$ cat src/rtl/dma3d_pkg.sv
// Package: shared layout of a parameter set and field decoders.
// Assumes a set is eight 32-bit words; the word index of each field is
// fixed because the loader arms on the last word and links copy whole sets.
package dma3d_pkg;

    localparam int SET_WORDS = 8;
    localparam int WORD_W    = 32;
    localparam int CNT_W     = 16;
    localparam int STR_W     = 16;
    localparam int CODE_W    = 6;

    localparam int IX_OPT  = 0;
    localparam int IX_SRC  = 1;
    localparam int IX_CNT  = 2;
    localparam int IX_DST  = 3;
    localparam int IX_ASTR = 4;
    localparam int IX_LINK = 5;
    localparam int IX_FSTR = 6;
    localparam int IX_FRM  = 7;

    typedef logic [SET_WORDS-1:0][WORD_W-1:0] pset_t;

    // Per-frame mode bit
    function automatic logic f_frame_mode(input pset_t p);
        return p[IX_OPT][0];
    endfunction

    function automatic logic [CODE_W-1:0] f_code(input pset_t p);
        return p[IX_OPT][8 +: CODE_W];
    endfunction

    function automatic logic [CNT_W-1:0] f_bytes(input pset_t p);
        return p[IX_CNT][0 +: CNT_W];
    endfunction

    function automatic logic [CNT_W-1:0] f_arrays(input pset_t p);
        return p[IX_CNT][CNT_W +: CNT_W];
    endfunction

    function automatic logic [CNT_W-1:0] f_reload(input pset_t p);
        return p[IX_LINK][CNT_W +: CNT_W];
    endfunction

    function automatic logic [CNT_W-1:0] f_link(input pset_t p);
        return p[IX_LINK][0 +: CNT_W];
    endfunction

    function automatic logic [CNT_W-1:0] f_frames(input pset_t p);
        return p[IX_FRM][0 +: CNT_W];
    endfunction

    // Stride of one lane (0 = source, 1 = destination) from a stride word
    function automatic logic [STR_W-1:0] f_lane_str(input logic [WORD_W-1:0] w,
                                                    input int lane);
        return (lane == 0) ? w[0 +: STR_W] : w[STR_W +: STR_W];
    endfunction

endpackage

$ cat src/rtl/dma3d_param_store.sv
// Parameter table: NSETS entries of one parameter set each. Entry 0 is the
// working set seen by the sequencer. A link copy of an entry into entry 0
// takes priority over a load-port write to entry 0 in the same cycle.
// Assumes copy_idx is a valid, nonzero index when copy_en is high.
module dma3d_param_store
    import dma3d_pkg::*;
#(
    parameter int NSETS = 4,
    localparam int SET_W = (NSETS > 1) ? $clog2(NSETS) : 1
) (
    input  logic              clk,
    input  logic              rst_n,
    input  logic              wr_en,
    input  logic [SET_W-1:0]  wr_set,
    input  logic [2:0]        wr_word,
    input  logic [WORD_W-1:0] wr_data,
    input  logic              copy_en,
    input  logic [SET_W-1:0]  copy_idx,
    output pset_t             act_set
);

    pset_t mem [NSETS];

    // Table storage: clear on reset, word writes, whole-set link copies
    always_ff @(posedge clk) begin
        if (!rst_n) begin
            for (int s = 0; s < NSETS; s++) mem[s] <= '0;
        end else begin
            if (wr_en) mem[wr_set][wr_word] <= wr_data;
            if (copy_en) mem[0] <= mem[copy_idx];
        end
    end

    // Working set view
    always_comb act_set = mem[0];

endmodule

$ cat src/rtl/dma3d_addr_lane.sv
// One address lane (source or destination). Holds the current array
// address and the address of the first array of the current frame.
// On each accepted array it steps by the array stride, or at a frame end by
// the frame stride: from the frame start in per-frame mode, from the last
// array address in per-array mode. Strides are sign-extended.
module dma3d_addr_lane
    import dma3d_pkg::*;
(
    input  logic              clk,
    input  logic              rst_n,
    input  logic              load,
    input  logic [WORD_W-1:0] base,
    input  logic              step,
    input  logic              last_arr,
    input  logic              frame_mode,
    input  logic [STR_W-1:0]  astr,
    input  logic [STR_W-1:0]  fstr,
    output logic [WORD_W-1:0] cur
);

    localparam int EXT_W = WORD_W - STR_W;

    logic [WORD_W-1:0] frm_start;
    logic [WORD_W-1:0] astr_x;
    logic [WORD_W-1:0] fstr_x;
    logic [WORD_W-1:0] next_frame;

    // Sign extension of both strides and next-frame address
    always_comb begin
        astr_x     = {{EXT_W{astr[STR_W-1]}}, astr};
        fstr_x     = {{EXT_W{fstr[STR_W-1]}}, fstr};
        next_frame = frame_mode ? (frm_start + fstr_x) : (cur + fstr_x);
    end

    // Address registers: load from base, step per accepted array
    always_ff @(posedge clk) begin
        if (!rst_n) begin
            cur       <= '0;
            frm_start <= '0;
        end else if (load) begin
            cur       <= base;
            frm_start <= base;
        end else if (step) begin
            if (last_arr) begin
                cur       <= next_frame;
                frm_start <= next_frame;
            end else begin
                cur <= cur + astr_x;
            end
        end
    end

    // zero strides leave the lane address unchanged across a step
    p_fixed_addr_r5: assert property (@(posedge clk) disable iff (!rst_n)
        (step && !load && astr == '0 && fstr == '0) |=> $stable(cur));

endmodule

$ cat src/rtl/dma3d_ctrl.sv
// Sequencer control: array and frame counters, event acceptance with a
// one-deep waiting slot, pause masking, completion and link reload.
// Assumes set 0 is rewritten only while no array is being offered.
module dma3d_ctrl
    import dma3d_pkg::*;
#(
    parameter int NSETS = 4,
    localparam int SET_W = (NSETS > 1) ? $clog2(NSETS) : 1
) (
    input  logic              clk,
    input  logic              rst_n,
    input  logic              arm,
    input  logic              sync_evt,
    input  logic              pause,
    input  logic              xfer_ready,
    input  pset_t             act_set,
    output logic              busy,
    output logic              step,
    output logic              last_arr,
    output logic              load,
    output logic              frame_mode,
    output logic              copy_en,
    output logic [SET_W-1:0]  copy_idx,
    output logic              done_pulse,
    output logic [CODE_W-1:0] done_code,
    output logic              miss_err
);

    logic [CNT_W-1:0] arr_left;
    logic [CNT_W-1:0] frm_left;
    logic             waiting;
    logic             last_blk;
    logic             link_ok;
    logic [CNT_W-1:0] link_fld;
    logic             evt;
    logic             can_run;
    logic             busy_n, wait_n, miss_n;

    // Field decode and handshake qualifiers
    always_comb begin
        frame_mode = f_frame_mode(act_set);
        link_fld   = f_link(act_set);
        link_ok    = (link_fld != '0) && (32'(link_fld) < NSETS);
        copy_idx   = link_fld[SET_W-1:0];
        step       = busy && xfer_ready;
        last_arr   = (arr_left == 1);
        last_blk   = last_arr && (frm_left == 1);
        copy_en    = step && last_blk && link_ok;
        evt        = sync_evt && !pause;
        can_run    = !load && !busy && !pause && (frm_left != '0);
    end

    // Reload request: one cycle after arming or after a link copy
    always_ff @(posedge clk) begin
        if (!rst_n) load <= 1'b0;
        else        load <= arm || copy_en;
    end

    // Array and frame counters
    always_ff @(posedge clk) begin
        if (!rst_n) begin
            arr_left <= '0;
            frm_left <= '0;
        end else if (load) begin
            arr_left <= f_arrays(act_set);
            frm_left <= f_frames(act_set);
        end else if (step) begin
            if (last_arr) begin
                arr_left <= frame_mode ? f_arrays(act_set) : f_reload(act_set);
                frm_left <= frm_left - 1'b1;
            end else begin
                arr_left <= arr_left - 1'b1;
            end
        end
    end

    // Next state of busy flag, waiting slot and error flag
    always_comb begin
        busy_n = busy;
        wait_n = waiting;
        miss_n = miss_err;
        if (load) busy_n = 1'b0;
        else if (step && (last_arr || !frame_mode)) busy_n = 1'b0;
        if (waiting) begin
            if (can_run) begin
                busy_n = 1'b1;
                wait_n = 1'b0;
            end else if (!busy && !load && frm_left == '0) begin
                miss_n = 1'b1;
                wait_n = 1'b0;
            end
        end
        if (evt) begin
            if (!load && !busy && frm_left == '0) miss_n = 1'b1;
            else if (!waiting && can_run)         busy_n = 1'b1;
            else if (!wait_n)                     wait_n = 1'b1;
            else                                  miss_n = 1'b1;
        end
    end

    // State registers for busy, waiting slot and sticky error
    always_ff @(posedge clk) begin
        if (!rst_n) begin
            busy     <= 1'b0;
            waiting  <= 1'b0;
            miss_err <= 1'b0;
        end else begin
            busy     <= busy_n;
            waiting  <= wait_n;
            miss_err <= miss_n;
        end
    end

    // Completion strobe and code of the finishing set
    always_ff @(posedge clk) begin
        if (!rst_n) begin
            done_pulse <= 1'b0;
            done_code  <= '0;
        end else begin
            done_pulse <= step && last_blk;
            if (step && last_blk) done_code <= f_code(act_set);
        end
    end

    // completion strobe lasts one cycle
    p_done_single_r6: assert property (@(posedge clk) disable iff (!rst_n)
        done_pulse |=> !done_pulse);

    // missed-event flag is sticky
    p_miss_sticky_r9: assert property (@(posedge clk) disable iff (!rst_n)
        miss_err |=> miss_err);

    // no array starts while pause is high
    p_pause_hold_r8: assert property (@(posedge clk) disable iff (!rst_n)
        (!busy && pause) |=> !busy);

    // an offered array always has a nonzero array count behind it
    p_arrays_live_r4: assert property (@(posedge clk) disable iff (!rst_n)
        busy |-> (arr_left != '0 && frm_left != '0));

endmodule

$ cat src/rtl/dma3d_seq.sv
// Top of the three-dimensional address sequencer. Connects the parameter
// table, the control block and one address lane per direction (generated).
// Assumes the consumer holds xfer_ready only as long as it wants arrays.
module dma3d_seq
    import dma3d_pkg::*;
#(
    parameter int NSETS = 4,
    localparam int SET_W = (NSETS > 1) ? $clog2(NSETS) : 1
) (
    input  logic              clk,
    input  logic              rst_n,
    input  logic              ld_en,
    input  logic [SET_W-1:0]  ld_set,
    input  logic [2:0]        ld_word,
    input  logic [WORD_W-1:0] ld_data,
    input  logic              sync_evt,
    input  logic              pause,
    output logic              xfer_valid,
    input  logic              xfer_ready,
    output logic [WORD_W-1:0] xfer_src,
    output logic [WORD_W-1:0] xfer_dst,
    output logic [CNT_W-1:0]  xfer_bytes,
    output logic              done_pulse,
    output logic [CODE_W-1:0] done_code,
    output logic              miss_err
);

    localparam int LANES = 2;

    pset_t             act_set;
    logic              arm;
    logic              copy_en;
    logic [SET_W-1:0]  copy_idx;
    logic              busy, step, last_arr, load, frame_mode;
    logic [WORD_W-1:0] lane_cur  [LANES];
    logic [WORD_W-1:0] lane_base [LANES];

    // Arming strobe: write of the last word of the working set
    always_comb arm = ld_en && (ld_set == '0) && (ld_word == 3'(IX_FRM));

    dma3d_param_store #(.NSETS(NSETS)) u_store (
        .clk      (clk),
        .rst_n    (rst_n),
        .wr_en    (ld_en),
        .wr_set   (ld_set),
        .wr_word  (ld_word),
        .wr_data  (ld_data),
        .copy_en  (copy_en),
        .copy_idx (copy_idx),
        .act_set  (act_set)
    );

    dma3d_ctrl #(.NSETS(NSETS)) u_ctrl (
        .clk        (clk),
        .rst_n      (rst_n),
        .arm        (arm),
        .sync_evt   (sync_evt),
        .pause      (pause),
        .xfer_ready (xfer_ready),
        .act_set    (act_set),
        .busy       (busy),
        .step       (step),
        .last_arr   (last_arr),
        .load       (load),
        .frame_mode (frame_mode),
        .copy_en    (copy_en),
        .copy_idx   (copy_idx),
        .done_pulse (done_pulse),
        .done_code  (done_code),
        .miss_err   (miss_err)
    );

    // Base address of each lane from the working set
    always_comb begin
        lane_base[0] = act_set[IX_SRC];
        lane_base[1] = act_set[IX_DST];
    end

    for (genvar g = 0; g < LANES; g++) begin : g_lane
        dma3d_addr_lane u_lane (
            .clk        (clk),
            .rst_n      (rst_n),
            .load       (load),
            .base       (lane_base[g]),
            .step       (step),
            .last_arr   (last_arr),
            .frame_mode (frame_mode),
            .astr       (f_lane_str(act_set[IX_ASTR], g)),
            .fstr       (f_lane_str(act_set[IX_FSTR], g)),
            .cur        (lane_cur[g])
        );
    end

    // Output view of the offered array
    always_comb begin
        xfer_valid = busy;
        xfer_src   = lane_cur[0];
        xfer_dst   = lane_cur[1];
        xfer_bytes = f_bytes(act_set);
    end

    // an offered array holds until it is accepted
    p_offer_stable_r11: assert property (@(posedge clk) disable iff (!rst_n)
        (xfer_valid && !xfer_ready) |=>
            (xfer_valid && $stable(xfer_src) && $stable(xfer_dst)));

endmodule

$ cat config.mk
export PLATFORM = sky130hd
export DESIGN_NAME = dma3d_seq
export DESIGN_NICKNAME = d
export VERILOG_FILES = /design/src/rtl/dma3d_pkg.sv /design/src/rtl/dma3d_param_store.sv /design/src/rtl/dma3d_addr_lane.sv /design/src/rtl/dma3d_ctrl.sv /design/src/rtl/dma3d_seq.sv
export SDC_FILE = /design/constraint.sdc
export NUM_CORES = 2
export LEC_CHECK = 0
export BUFFER_PORTS_ARGS = -buffer_cell sky130_fd_sc_hd__buf_2
export CORE_MARGIN = 2
export CORE_UTILIZATION = 58
export DETAILED_ROUTE_END_ITERATION = 6
export PLACE_DENSITY = 0.87
export SETUP_SLACK_MARGIN = 0.2
export SLEW_MARGIN = 20
export SYNTH_ARGS = -nofsm -noshare
export SYNTH_HDL_FRONTEND = slang
export SYNTH_SLANG_ARGS = --single-unit
$ cat constraint.sdc
create_clock -name clk -period 12.4 [get_ports clk]
set_input_delay 0.62 -clock clk [delete_from_list [all_inputs] [get_ports clk]]
set_output_delay 0.62 -clock clk [all_outputs]
set_load 0.02 [all_outputs]
==> metrics <==
DR WL met3 26500 um; # resized after CTS 0; worst path cell trace buf_4, buf_4, mux2_2, ha_1, fa_1, a211oi_1, nor2_1, a21oi_1, o21ai_0, a21oi_1, nor3_1, a21oi_1, xor2_1, o311ai_1; CP arrival 5.45 ns; Largest stage delay, worst path 0.71 ns; Final period util 39.4%; VDD IR-drop max 0.107 mV; final routed DRC violation total 1; area occupied by multi-input gates 0.0199 mm^2; I/O pins 132; Sink Count 1031; Min Clock Period, post-route 4.88 ns; Mapped Area 0.0508 mm^2; htree depth 3; final hold vios 0; CTS max path bufs 3; WS Path Type reg2reg; r2r setup slk 7.52 ns; relative slew slack 20.3%; Hold Path Origin pause; final WL 167000 um; static leakage 19.6 nW; grt ovf 0; CTS tree done; clk_skew 0.0354 ns; Critical Path RT 12.96 ns; GR Util All Layers 36.1%; Post-synth EDFFs 860; worst-path maximum fanout 48; port bufs 131; hold_buf cts 0; clk root buf clkbuf_16; reg2reg start u_store.mem[0][0]$_DFFE_PP_; vias in the first global route 38.6k; vias after detailed routing 40.6k; register area share after synthesis 57.6%; DRT met1 WL 57200 um; core area 0.0868 mm^2; first-pass GRT wire length 242000 um; fin cells 5772; Wirelength per Cell 28.9 um; cell count after synthesis 4575; antenna viol nets, final 0; CP startpoint u_store.mem[0][0]$_DFFE_PP_; Storage cell area 0.0293 mm^2; Syn-to-layout area delta 8.64%; Initial Util 58.6%; status finished, violations left; Slew Limit Fails 0; distinct cell type count after synthesis 84; Placer Congestion 1.00; Clock Latency Late Sink 0.69 ns; die area 0.0900 mm^2; Area after DPL 0.0521 mm^2; critical path's slowest cell buf_4; most frequent CP cell a21oi_1; PD cells 138 mW/mm^2; die width 300 um; DP HPWL 106000 um; Hold Path Class in2reg; Critical Path End Type flop; largest net degree at the start of global routing 154; post-route cell area 0.0552 mm^2; number of fill cells in the layout 6216; initial antenna violation count 9; RSZ-0062 raised after global routing no; endpoints failing setup 0; setup repair bufs after CTS 0; Final TNS setup 0 ns; total placed cells including tap cells 5593; DRT iter0 DRCs 6702; commonest cells after routing, fill and taps aside edfxtp_1 (860), nor2_1 (638), mux2_2 (278); Reg clk slew, reported paths 0.06 ns; fin util 63.6%; wire length on met2 72300 um; startpoint type of the worst setup path flop; number of synthesized register bits 1031; row count 108; syn_nets 4751; Fmax 0.205 GHz; uppermost layer routed met5; CTS Buf Count 98; failing checks DRC; commonest non-fill, non-tap cell in the layout edfxtp_1; share of post-route cells with drive strength above 1 14.7%; average size of a mapped cell 11.1 um^2; max_cap viols 0; Total Nets Final 4716; die height 300 um; DR pass1 iterations 7; Yosys warnings 0; Fin Hold WS 0.309 ns; FFs w/ async S/R, synth 0%; Slew @ Worst Pin 1.19 ns; vias per cell 7.03; ys flop type edfxtp_1
-- cell families after synthesis --
| kind of cell | count (synthesis) | synth area share, % |
|---|---|---|
| muxes | 304 | 6.67 |
| and+or+nand+nor | 1375 | 12.0 |
| AOI/OAI and AO/OA | 1199 | 14.9 |
| xor gates and xnor gates | 114 | 1.97 |
| buffers and inverters | 419 | 3.61 |
| DFF | 1031 | 57.6 |
| adders and majority gates | 133 | 3.33 |
-- critical path, delay by kind of cell, from the launching register on --
family	cells	cell delay, ns
compound gates	6	1.82
xor+xnor	1	0.11
fa+ha+maj	2	0.67
buf+inv	2	1.11
flops	1	0.32
mux	1	0.42
simple gates	2	0.23
-- path summary, 6_finish.rpt --
path	to	cells after the start
worst max-delay path	g_lane[1].u_lane.cur[28]$_SDFFE_PN0P_	14
worst min-delay path	u_ctrl.miss_err$_SDFF_PN0_	4
worst max register to register	g_lane[1].u_lane.cur[28]$_SDFFE_PN0P_	14
worst min register to register	g_lane[0].u_lane.frm_start[28]$_SDFFE_PN0P_	1
-- registers in the layout, indices dropped and copies added (netlist names), 6 cells and up --
register                 cells
u_ctrl.arr_left             16
u_store.mem                860
u_ctrl.done_code             6
g_lane.u_lane.frm_start     64
g_lane.u_lane.cur           64
u_ctrl.frm_left             16
-- per-stage QoR --
step | setup WS, ns | power, mW
2_1_floorplan | 8.12 | 4.49
3_3_place_gp | 7.80 | 4.71
3_5_place_dp | 7.72 | 4.74
4_1_cts | 7.66 | 7.55
5_1_grt | 7.36 | 7.76
6_report | 7.52 | 7.62
-- cells in the mapped netlist, drive strengths merged, types with 17 or more instances --
cell | n | share of area (%)
a211oi | 49 | 0.72
nor2b | 30 | 0.37
o21bai | 17 | 0.25
nand2b | 22 | 0.27
edfxtp | 860 | 51
and3 | 18 | 0.22
mux2 | 278 | 6.2
o21ai | 405 | 4.0
xnor2 | 74 | 1.3
o211ai | 24 | 0.35
o22ai | 21 | 0.26
dfxtp | 171 | 6.7
mux2i | 26 | 0.51
clkbuf | 256 | 1.9
xor2 | 40 | 0.69
a22oi | 225 | 3.3
o21a | 22 | 0.33
ha | 129 | 3.2
nand3 | 269 | 2.6
a21oi | 223 | 2.2
nor3 | 72 | 0.75
buf | 93 | 1.2
a31oi | 24 | 0.30
a311oi | 21 | 0.36
nand2 | 233 | 1.7
nor2 | 648 | 4.8
nand4 | 18 | 0.23
o221ai | 24 | 0.41
inv | 69 | 0.51
a21o | 55 | 0.81
-- area by class of cell --
class	instances	area share [%]
Inverter	70	0.476
Clock inverter	45	0.762
Clock buffer	126	4.67
Timing Repair Buffer	214	2.43
Antenna cell	6	0.0272
Sequential cell	1031	53.0
Tap cell	1155	2.62
Multi-Input combinational cell	3125	36.0
-- power breakdown --
group	internal [mW]	switching, mW
clock	1.59	1.31
sequential	3.96	0.0974
combinational	0.208	0.459
-- metal layers --
| metal | GRT usage (%) | vias up |
|---|---|---|
| li1 | - | 17000 |
| met1 | 45.9 | 19100 |
| met2 | 53.9 | 3732 |
| met3 | 12.9 | 737 |
| met4 | 19.8 | 12 |
| met5 | 0 | - |
(Power assumes the default switching activity.)
